--- config.mk ---
export PLATFORM = sky130hd
export DESIGN_NAME = csdma_top
export DESIGN_NICKNAME = d
export VERILOG_FILES = /design/src/rtl/csdma_pkg.sv /design/src/rtl/csdma_regs.sv /design/src/rtl/csdma_walker.sv /design/src/rtl/csdma_tmux.sv /design/src/rtl/csdma_top.sv
export SDC_FILE = /design/constraint.sdc
export NUM_CORES = 1
export LEC_CHECK = 0
export ABC_AREA = 1
export BUFFER_PORTS_ARGS = -buffer_cell sky130_fd_sc_hd__buf_2
export CORE_UTILIZATION = 43
export DETAILED_ROUTE_END_ITERATION = 10
export GPL_ROUTABILITY_DRIVEN = 0
export GPL_TIMING_DRIVEN = 0
export PLACE_DENSITY_LB_ADDON = 0.15
export SKIP_LAST_GASP = 1
export SLEW_MARGIN = 30
export SYNTH_ARGS = -nofsm -noshare
export SYNTH_HDL_FRONTEND = slang
export SYNTH_SLANG_ARGS = --single-unit
--- constraint.sdc ---
create_clock -name clk -period 4.7 [get_ports clk]
set_clock_uncertainty 0.15 [all_clocks]
set_input_delay 0.94 -clock clk [delete_from_list [all_inputs] [get_ports clk]]
set_output_delay 0.94 -clock clk [all_outputs]
set_load 0.05 [all_outputs]
--- src/rtl/csdma_pkg.sv ---
package csdma_pkg;
  localparam int unsigned DW = 32;
  localparam int unsigned FW = 4;
  localparam logic [2:0] OFS_CTL  = 3'd0;
  localparam logic [2:0] OFS_SRC  = 3'd1;
  localparam logic [2:0] OFS_LEN  = 3'd2;
  localparam logic [2:0] OFS_SUM  = 3'd3;
  localparam logic [2:0] OFS_STAT = 3'd4;
  localparam int unsigned B_EN     = 0;
  localparam int unsigned B_CK     = 2;
  localparam int unsigned B_CAL    = 3;
  localparam int unsigned DIV_LSB  = 4;
  localparam int unsigned DLY_LSB  = 8;
  localparam int unsigned DONE_BIT = 11;
  typedef enum logic {W_IDLE, W_BUSY} walk_st_e;
endpackage

--- src/rtl/csdma_regs.sv ---
module csdma_regs
  import csdma_pkg::*;
#(
  parameter int unsigned AW = 28,
  parameter int unsigned LW = 16
) (
  input  logic          clk,
  input  logic          rst_n,
  input  logic          we,
  input  logic [2:0]    addr,
  input  logic [DW-1:0] wdata,
  output logic [DW-1:0] rdata,
  input  logic          busy,
  input  logic          fin,
  input  logic [DW-1:0] sum,
  output logic          cal_o,
  output logic [FW-1:0] div_o,
  output logic [FW-1:0] dly_o,
  output logic [AW-1:0] src_o,
  output logic [LW-3:0] nwords_o,
  output logic          start_o,
  output logic          abort_o,
  output logic          done_o
);
  logic [DW-1:0] ctl_q, ctl_d;
  logic [AW-1:0] src_q, src_d;
  logic [LW-1:0] len_q, len_d;
  logic          done_q, done_d;
  logic          ctl_en, src_en, len_en, done_en;
  logic          ctl_wr, stat_wr;

  always_comb begin
    ctl_wr  = we && (addr == OFS_CTL);
    stat_wr = we && (addr == OFS_STAT);
    start_o = ctl_wr && !busy && wdata[B_EN] && wdata[B_CK];
    abort_o = ctl_wr && busy && (wdata == '0);
    ctl_en  = ctl_wr && (!busy || (wdata == '0));
    ctl_d   = wdata;
    src_en  = we && (addr == OFS_SRC);
    src_d   = wdata[AW-1:0];
    len_en  = we && (addr == OFS_LEN);
    len_d   = wdata[LW-1:0];
    done_en = fin || (stat_wr && !wdata[DONE_BIT]);
    done_d  = fin;
  end

  always_ff @(posedge clk or negedge rst_n) begin
    if (!rst_n) begin
      ctl_q  <= '0;
      src_q  <= '0;
      len_q  <= '0;
      done_q <= 1'b0;
    end else begin
      if (ctl_en)  ctl_q  <= ctl_d;
      if (src_en)  src_q  <= src_d;
      if (len_en)  len_q  <= len_d;
      if (done_en) done_q <= done_d;
    end
  end

  always_comb begin
    case (addr)
      OFS_CTL:  rdata = ctl_q;
      OFS_SRC:  rdata = DW'(src_q);
      OFS_LEN:  rdata = DW'(len_q);
      OFS_SUM:  rdata = sum;
      OFS_STAT: rdata = DW'({done_q, {DONE_BIT{1'b0}}});
      default:  rdata = '0;
    endcase
  end

  assign cal_o    = ctl_q[B_CAL];
  assign div_o    = ctl_q[DIV_LSB +: FW];
  assign dly_o    = ctl_q[DLY_LSB +: FW];
  assign src_o    = src_q;
  assign nwords_o = len_q[LW-1:2];
  assign done_o   = done_q;

  assert_ctl_hold_R7: assert property (@(posedge clk) disable iff (!rst_n)
    (busy && ctl_wr && (wdata != '0)) |=> $stable(ctl_q));
endmodule

--- src/rtl/csdma_walker.sv ---
module csdma_walker
  import csdma_pkg::*;
#(
  parameter int unsigned AW = 28,
  parameter int unsigned LW = 16
) (
  input  logic          clk,
  input  logic          rst_n,
  input  logic          start_i,
  input  logic          abort_i,
  input  logic [AW-1:0] src_i,
  input  logic [LW-3:0] nwords_i,
  output logic          rd_req_o,
  output logic [AW-1:0] rd_addr_o,
  input  logic          rd_ack_i,
  input  logic [DW-1:0] rd_data_i,
  output logic          busy_o,
  output logic          fin_o,
  output logic [DW-1:0] sum_o
);
  localparam int unsigned NW = LW - 2;

  walk_st_e      st_q, st_d;
  logic [NW-1:0] rem_q, rem_d;
  logic [AW-1:0] adr_q, adr_d;
  logic [DW-1:0] sum_q, sum_d;
  logic          upd_en;

  always_comb begin
    st_d   = st_q;
    rem_d  = rem_q;
    adr_d  = adr_q;
    sum_d  = sum_q;
    upd_en = 1'b0;
    fin_o  = 1'b0;
    case (st_q)
      W_IDLE: begin
        if (start_i) begin
          st_d   = W_BUSY;
          rem_d  = nwords_i;
          adr_d  = src_i;
          sum_d  = '0;
          upd_en = 1'b1;
        end
      end
      default: begin
        if (abort_i) begin
          st_d   = W_IDLE;
          upd_en = 1'b1;
        end else if (rem_q == '0) begin
          st_d   = W_IDLE;
          fin_o  = 1'b1;
          upd_en = 1'b1;
        end else if (rd_ack_i) begin
          rem_d  = rem_q - NW'(1);
          adr_d  = adr_q + AW'(4);
          sum_d  = sum_q + rd_data_i;
          upd_en = 1'b1;
        end
      end
    endcase
  end

  always_ff @(posedge clk or negedge rst_n) begin
    if (!rst_n) begin
      st_q  <= W_IDLE;
      rem_q <= '0;
      adr_q <= '0;
      sum_q <= '0;
    end else if (upd_en) begin
      st_q  <= st_d;
      rem_q <= rem_d;
      adr_q <= adr_d;
      sum_q <= sum_d;
    end
  end

  assign busy_o    = (st_q == W_BUSY);
  assign rd_req_o  = busy_o && (rem_q != '0);
  assign rd_addr_o = adr_q;
  assign sum_o     = sum_q;

  assert_req_hold_R2: assert property (@(posedge clk) disable iff (!rst_n)
    (rd_req_o && !rd_ack_i && !abort_i) |=> (rd_req_o && $stable(rd_addr_o)));
  assert_addr_step_R2: assert property (@(posedge clk) disable iff (!rst_n)
    (rd_req_o && rd_ack_i && !abort_i) |=> (rd_addr_o == $past(rd_addr_o) + AW'(4)));
  assert_abort_quiet_R8: assert property (@(posedge clk) disable iff (!rst_n)
    abort_i |=> !rd_req_o);
endmodule

--- src/rtl/csdma_tmux.sv ---
module csdma_tmux
  import csdma_pkg::*;
(
  input  logic          busy_i,
  input  logic          cal_i,
  input  logic [FW-1:0] cal_div_i,
  input  logic [FW-1:0] cal_dly_i,
  input  logic [FW-1:0] base_div_i,
  input  logic [FW-1:0] base_dly_i,
  output logic [FW-1:0] eff_div_o,
  output logic [FW-1:0] eff_dly_o
);
  logic use_cal;
  always_comb begin
    use_cal   = busy_i && cal_i;
    eff_div_o = use_cal ? cal_div_i : base_div_i;
    eff_dly_o = use_cal ? cal_dly_i : base_dly_i;
  end
endmodule

--- src/rtl/csdma_top.sv ---
module csdma_top
  import csdma_pkg::*;
#(
  parameter int unsigned AW = 28,
  parameter int unsigned LW = 16
) (
  input  logic          clk,
  input  logic          rst_n,
  input  logic          reg_we,
  input  logic [2:0]    reg_addr,
  input  logic [31:0]   reg_wdata,
  output logic [31:0]   reg_rdata,
  input  logic [3:0]    base_div_i,
  input  logic [3:0]    base_delay_i,
  output logic [3:0]    eff_div_o,
  output logic [3:0]    eff_delay_o,
  output logic          rd_req_o,
  output logic [AW-1:0] rd_addr_o,
  input  logic          rd_ack_i,
  input  logic [31:0]   rd_data_i,
  output logic          done_o
);
  logic [1:0] rst_sync_q;
  logic       srst_n;

  always_ff @(posedge clk or negedge rst_n) begin
    if (!rst_n) rst_sync_q <= 2'b00;
    else        rst_sync_q <= {rst_sync_q[0], 1'b1};
  end
  assign srst_n = rst_sync_q[1];

  logic          busy, fin, start, abort, cal;
  logic [DW-1:0] sum;
  logic [FW-1:0] cdiv, cdly;
  logic [AW-1:0] src;
  logic [LW-3:0] nwords;

  csdma_regs #(.AW(AW), .LW(LW)) u_regs (
    .clk(clk), .rst_n(srst_n), .we(reg_we), .addr(reg_addr), .wdata(reg_wdata),
    .rdata(reg_rdata), .busy(busy), .fin(fin), .sum(sum), .cal_o(cal),
    .div_o(cdiv), .dly_o(cdly), .src_o(src), .nwords_o(nwords),
    .start_o(start), .abort_o(abort), .done_o(done_o)
  );

  csdma_walker #(.AW(AW), .LW(LW)) u_walk (
    .clk(clk), .rst_n(srst_n), .start_i(start), .abort_i(abort), .src_i(src),
    .nwords_i(nwords), .rd_req_o(rd_req_o), .rd_addr_o(rd_addr_o),
    .rd_ack_i(rd_ack_i), .rd_data_i(rd_data_i), .busy_o(busy), .fin_o(fin),
    .sum_o(sum)
  );

  csdma_tmux u_tmux (
    .busy_i(busy), .cal_i(cal), .cal_div_i(cdiv), .cal_dly_i(cdly),
    .base_div_i(base_div_i), .base_dly_i(base_delay_i),
    .eff_div_o(eff_div_o), .eff_dly_o(eff_delay_o)
  );

  assert_done_after_pass_R5: assert property (@(posedge clk) disable iff (!srst_n)
    $rose(done_o) |-> $past(busy));
  assert_idle_no_req_R9: assert property (@(posedge clk) disable iff (!srst_n)
    !busy |-> !rd_req_o);
endmodule

Word-level counts from Yosys, hierarchy flattened --
Cells that the tools add are included.
Cells by class: shift-type cells 0, bitwise operators 0, order comparisons 0, equality and inequality tests 7, multiply operators 0, add/sub/neg operators 3, muxes and demuxes 29, div/mod/pow operators 0, reductions and logical operators 23
Operators with widths (count):
- $mux 32 | 5
- $pmux 32 s5 | 1
- $mux 28 | 5
- $mux 14 | 5
- $add 32x32->32 | 1
- $logic_not 32->1 | 1
- $add 28x3->28 const B | 1
- $logic_not 14->1 | 1
- $reduce_bool 14->1 | 1
- $sub 14x1->14 const B | 1
- $logic_and 1x1->1 | 13
- $mux 1 | 11
- $mux 4 | 2
- $eq 3x2->1 const B | 2
- $ne 2x2->1 const B | 3
- $reduce_and 5->1 | 1
- $eq 3x1->1 const B | 1
- $eq 3x3->1 const B | 1
- $logic_not 3->1 | 1
- $logic_not 1->1 | 2
- $logic_or 1x1->1 | 2
- $reduce_bool 2->1 | 1
Storage, ports and cells: output and inout bits 70, memories kept 0, RAM bits 0, latch bits 0, logic and storage cells 71, register bits after elaboration 154, bits of input ports 79, ROM bits 0

Logic depth before layout (Yosys ltp) --
depth in word-level cells 8, mapped depth 14, mapped depth without buffers 14

Cells and area by module --
A second synthesis with hierarchy kept.
Second synthesis, totals: cell total of the unflattened synthesis 1583, area total of the unflattened synthesis 10675.2 µm²
By module, submodules not included:
- csdma_walker | area an instance 6557.5 µm², cells an instance 1071, times used 1, seq. area each 1876.8 µm²
- csdma_regs | area an instance 3921.3 µm², cells an instance 482, times used 1, seq. area each 1926.8 µm²
- csdma_tmux | area an instance 142.6 µm², cells an instance 27, times used 1, seq. area each 0.0 µm²
- csdma_top | area an instance 53.8 µm², cells an instance 3, times used 1, seq. area each 50.0 µm²

Worst setup path before layout --
OpenSTA, ideal clock, no wires.
kind input -> output, from input reg_addr[2], to output reg_rdata[11], cell stages on the path 3, arrival time 2.302 ns, required time 3.610 ns, path buffers 0, setup slack 1.308 ns, cells stage by stage nor2_4 nand2_1 o21ai_0
On the way: word-level cells in the longest chain between the ends 2, elaborated cells between the ends (all ways) 6, those cells by class 4 x eq/ne; 1 x mux; 1 x reduce/logical
RTL lines:
- start, declared | RTL line csdma_top.sv:10 | input logic [2:0] reg_addr,
- $eq 3x3->1 (tied with other cells) | RTL line csdma_regs.sv:62 | case (addr)
- $pmux 32 s5 (*) | RTL line csdma_regs.sv:62
- end, declared | RTL line csdma_top.sv:12 | output logic [31:0] reg_rdata,
Every way passes the cells marked *; elsewhere a longest branch is shown, timed or not.

Final worst setup path --
from input reg_addr[2], to output reg_rdata[15]
Same word-level chain as after synthesis.

==> impl_results.md <==
- Post-layout worst setup margin: between 0.7 and 0.8 ns
- Core area: about 24,000 um2
- Worst path slowest cell: clkbuf_1
- CP endpoint kind: output port
- Die area: about 25,000 um2
- Max rail drop VDD: 0.000276 V
- WL/cell: roughly 17 um
- Kind of critical path: in -> out
- Antenna cell count: 0
- Worst path required time: 3.61 ns
- Ys async rst share: 1.00
- Reg clk slew, reported paths: around 0.060 ns
- Synth Instances: roughly 1,600
- Synthesized area: approximately 10,000 um2
- Reg2Reg Launch Point: u_walk.sum_o[0]
- Cell chosen for the clock root: clkbuf_16
- Pleak: between 0.006 and 0.007 uW
- Post-route minimum period: 3.96 ns
- Worst path max stage delay: about 0.55 ns
- Fmax achieved: 253 MHz
- Vias in the first global route: 9,810
- Final WL: between 30,000 and 40,000 um
- Min-delay worst type: reg -> async
- Syn Nets: 1,677
- CP max FO: 10
- DR DRC count: 0
- Hold Buf Count CTS: 0
- Post-synth top flop: dfrtp_1
- Ys Warns: 0
- Die H: between 150 and 200 um
- Initial core utilization: 0.440
- R2r endpoint: u_walk.sum_o[20]
- Mean Syn Cell Area: 6.65 um2
- Initial DRC count: between 1,000 and 1,500
- ANT nets after route: 0
- Final instance area: 12,200 um2
- Critical path arrival: 2.87 ns
- Worst Tran Pin Value: about 0.67 ns
- Layout area overhead: 17.7%
- RSZ-0062 raised after global routing: false
- R2r setup slk: ~2.2 ns
- All-Layer GR Usage: 0.291
- Routed via count: around 11,000
- GR Overflow Total: 0
- # Post-CTS Setup Buffers: 0
- Max cap viols: 0
- Post-layout util: 0.518
- I/O pin count: about 150
- Worst Reg-to-Reg Cells: 13
- Max-slew violation count: 0
- Clock Tree Buf Depth: 2
- Post-CTS sizing: 0
- Synth Register Bits: 154
- Crit share post-route: 0.842
- CTS tree: yes
- Synth unique cells: 49
- Via/cell ratio: 5.20
- Setup tns final: 0 ns
- Sequential share of the synthesized area: 0.371
- Critical-path cell list: buf_2 -> nor2_4 -> nand2_4 -> inv_1 -> clkbuf_1 -> nand2_1 -> o2111ai_1 -> buf_2
- Die X: around 160 um
- # setup viols final: 0
- Initial antenna violation count: 0
- Final HPWL DP: approximately 28,000 um
- First-pass GRT wire length: ~54,000 um
- Post-DP Area: ~12,000 um2
- Status: completed
- CTS buffer count: 17
- Commonest non-fill, non-tap cell in the layout: nand2_1
- Most frequent cells in the layout: nand2_1 (571), inv_1 (228), buf_2 (161), dfrtp_1 (153), o21ai_0 (122)
- Clock latency on the worst-skew pair: approximately 0.43 ns
- H-tree levels: 4
- Row count: 56
- Router iterations before antenna repair: 5
- Pwr per Cell Area: roughly 630 nW/um2
- Post-synth EDFFs: 0
- Endpoints failing hold: 0
- Startpoint types: primary input
- Net count, final: 1,847
- PortBufs: 148
- Layout cells sized above 1: 0.132
- Largest net degree at the start of global routing: 49
- Critical Path Most Common Cell: buf_2
- Clock net sink count: 154
- Relative slew margins: 0.556
- Dpl ws: 0.799 ns
-- worst max-delay path by stage --
stage / startpoint / end / slack [ns]
floorplan: reg_addr[2] / reg_rdata[11] / 1.31
global placement: reg_addr[2] / reg_rdata[15] / 0.82
detailed placement: reg_addr[2] / reg_rdata[15] / 0.80
CTS: reg_addr[2] / reg_rdata[15] / 0.80
global route: reg_addr[2] / reg_rdata[15] / 0.66
finish: reg_addr[2] / reg_rdata[15] / 0.74
-- flip-flops by register name, summed over array words and instances (netlist names) --
register / flops
rst_sync_q: 2
u_regs.ctl_q: 32
u_regs.done_o: 1
u_regs.len_q: 16
u_regs.src_o: 28
u_walk.busy_o: 1
u_walk.rd_addr_o: 28
u_walk.rem_q: 14
u_walk.sum_o: 32
-- per-layer routing --
| layer | vias up | wire length [um] | GRT usage |
|---|---|---|---|
| li1 | 5293 | - | - |
| met1 | 4961 | 16300 | 0.416 |
| met2 | 431 | 15200 | 0.444 |
| met3 | 54 | 2690 | 0.0540 |
| met4 | 0 | 964 | 0.0915 |
| met5 | - | 0 | 0 |
-- stage by stage --
step / std cells / hold WS (ns) / total power (uW)
after global routing: 2065 / 0.120 / 8240
after global placement: 2030 / 0.186 / 6130
final: 2065 / 0.0962 / 7690
after detailed placement: 2033 / 0.0996 / 6180
after CTS: 2065 / 0.105 / 7660
after floorplan: 1563 / 0.181 / 5050
-- report_power, final --
| group | switching [uW] | total, uW | internal (uW) | leakage, uW |
|---|---|---|---|---|
| Combinational | 2670 | 3840 | 1170 | 0.00432 |
| Clock | 567 | 1470 | 903 | 0.000293 |
| Sequential | 568 | 2390 | 1820 | 0.00196 |
-- final cells by class --
cell class	instances	area [um2]
sequential	154	3860
multi-input combinational	1132	5460
clock inverter	11	170
timing repair buffer	151	816
buffer	46	219
fill	2456	11400
tap	319	399
inverter	231	870
clock buffer	21	450
-- logic make-up (layout without fill, tap and decap cells) --
logic type / Yosys count / after routing / synth area share
AOI/OAI and AO/OA: 238 / 238 / 0.131
xor gates and xnor gates: 23 / 23 / 0.0194
DFF: 154 / 154 / 0.371
other: 1 / 1 / 0.000361
and+or+nand+nor: 834 / 834 / 0.330
buffers and inverters: 277 / 460 / 0.105
muxes: 1 / 1 / 0.00108
adders and majority gates: 35 / 35 / 0.0428
-- synthesized netlist by cell type (all sizes together), types with 14 or more instances --
cell | count | area (um2)
a21oi | 26 | 130
buf | 19 | 118
clkbuf | 27 | 101
dfrtp | 154 | 3850
ha | 34 | 425
inv | 231 | 870
nand2 | 577 | 2200
nand3 | 97 | 485
nand4 | 14 | 103
nor2 | 120 | 494
o211ai | 15 | 113
o21ai | 165 | 867
-- worst max-delay path, delay by kind of cell --
kind | cells | cell delay (ns)
compound gates | 1 | 0.24
buf+inv | 4 | 1.30
simple gates | 3 | 0.36
(Power assumes the default switching activity.)
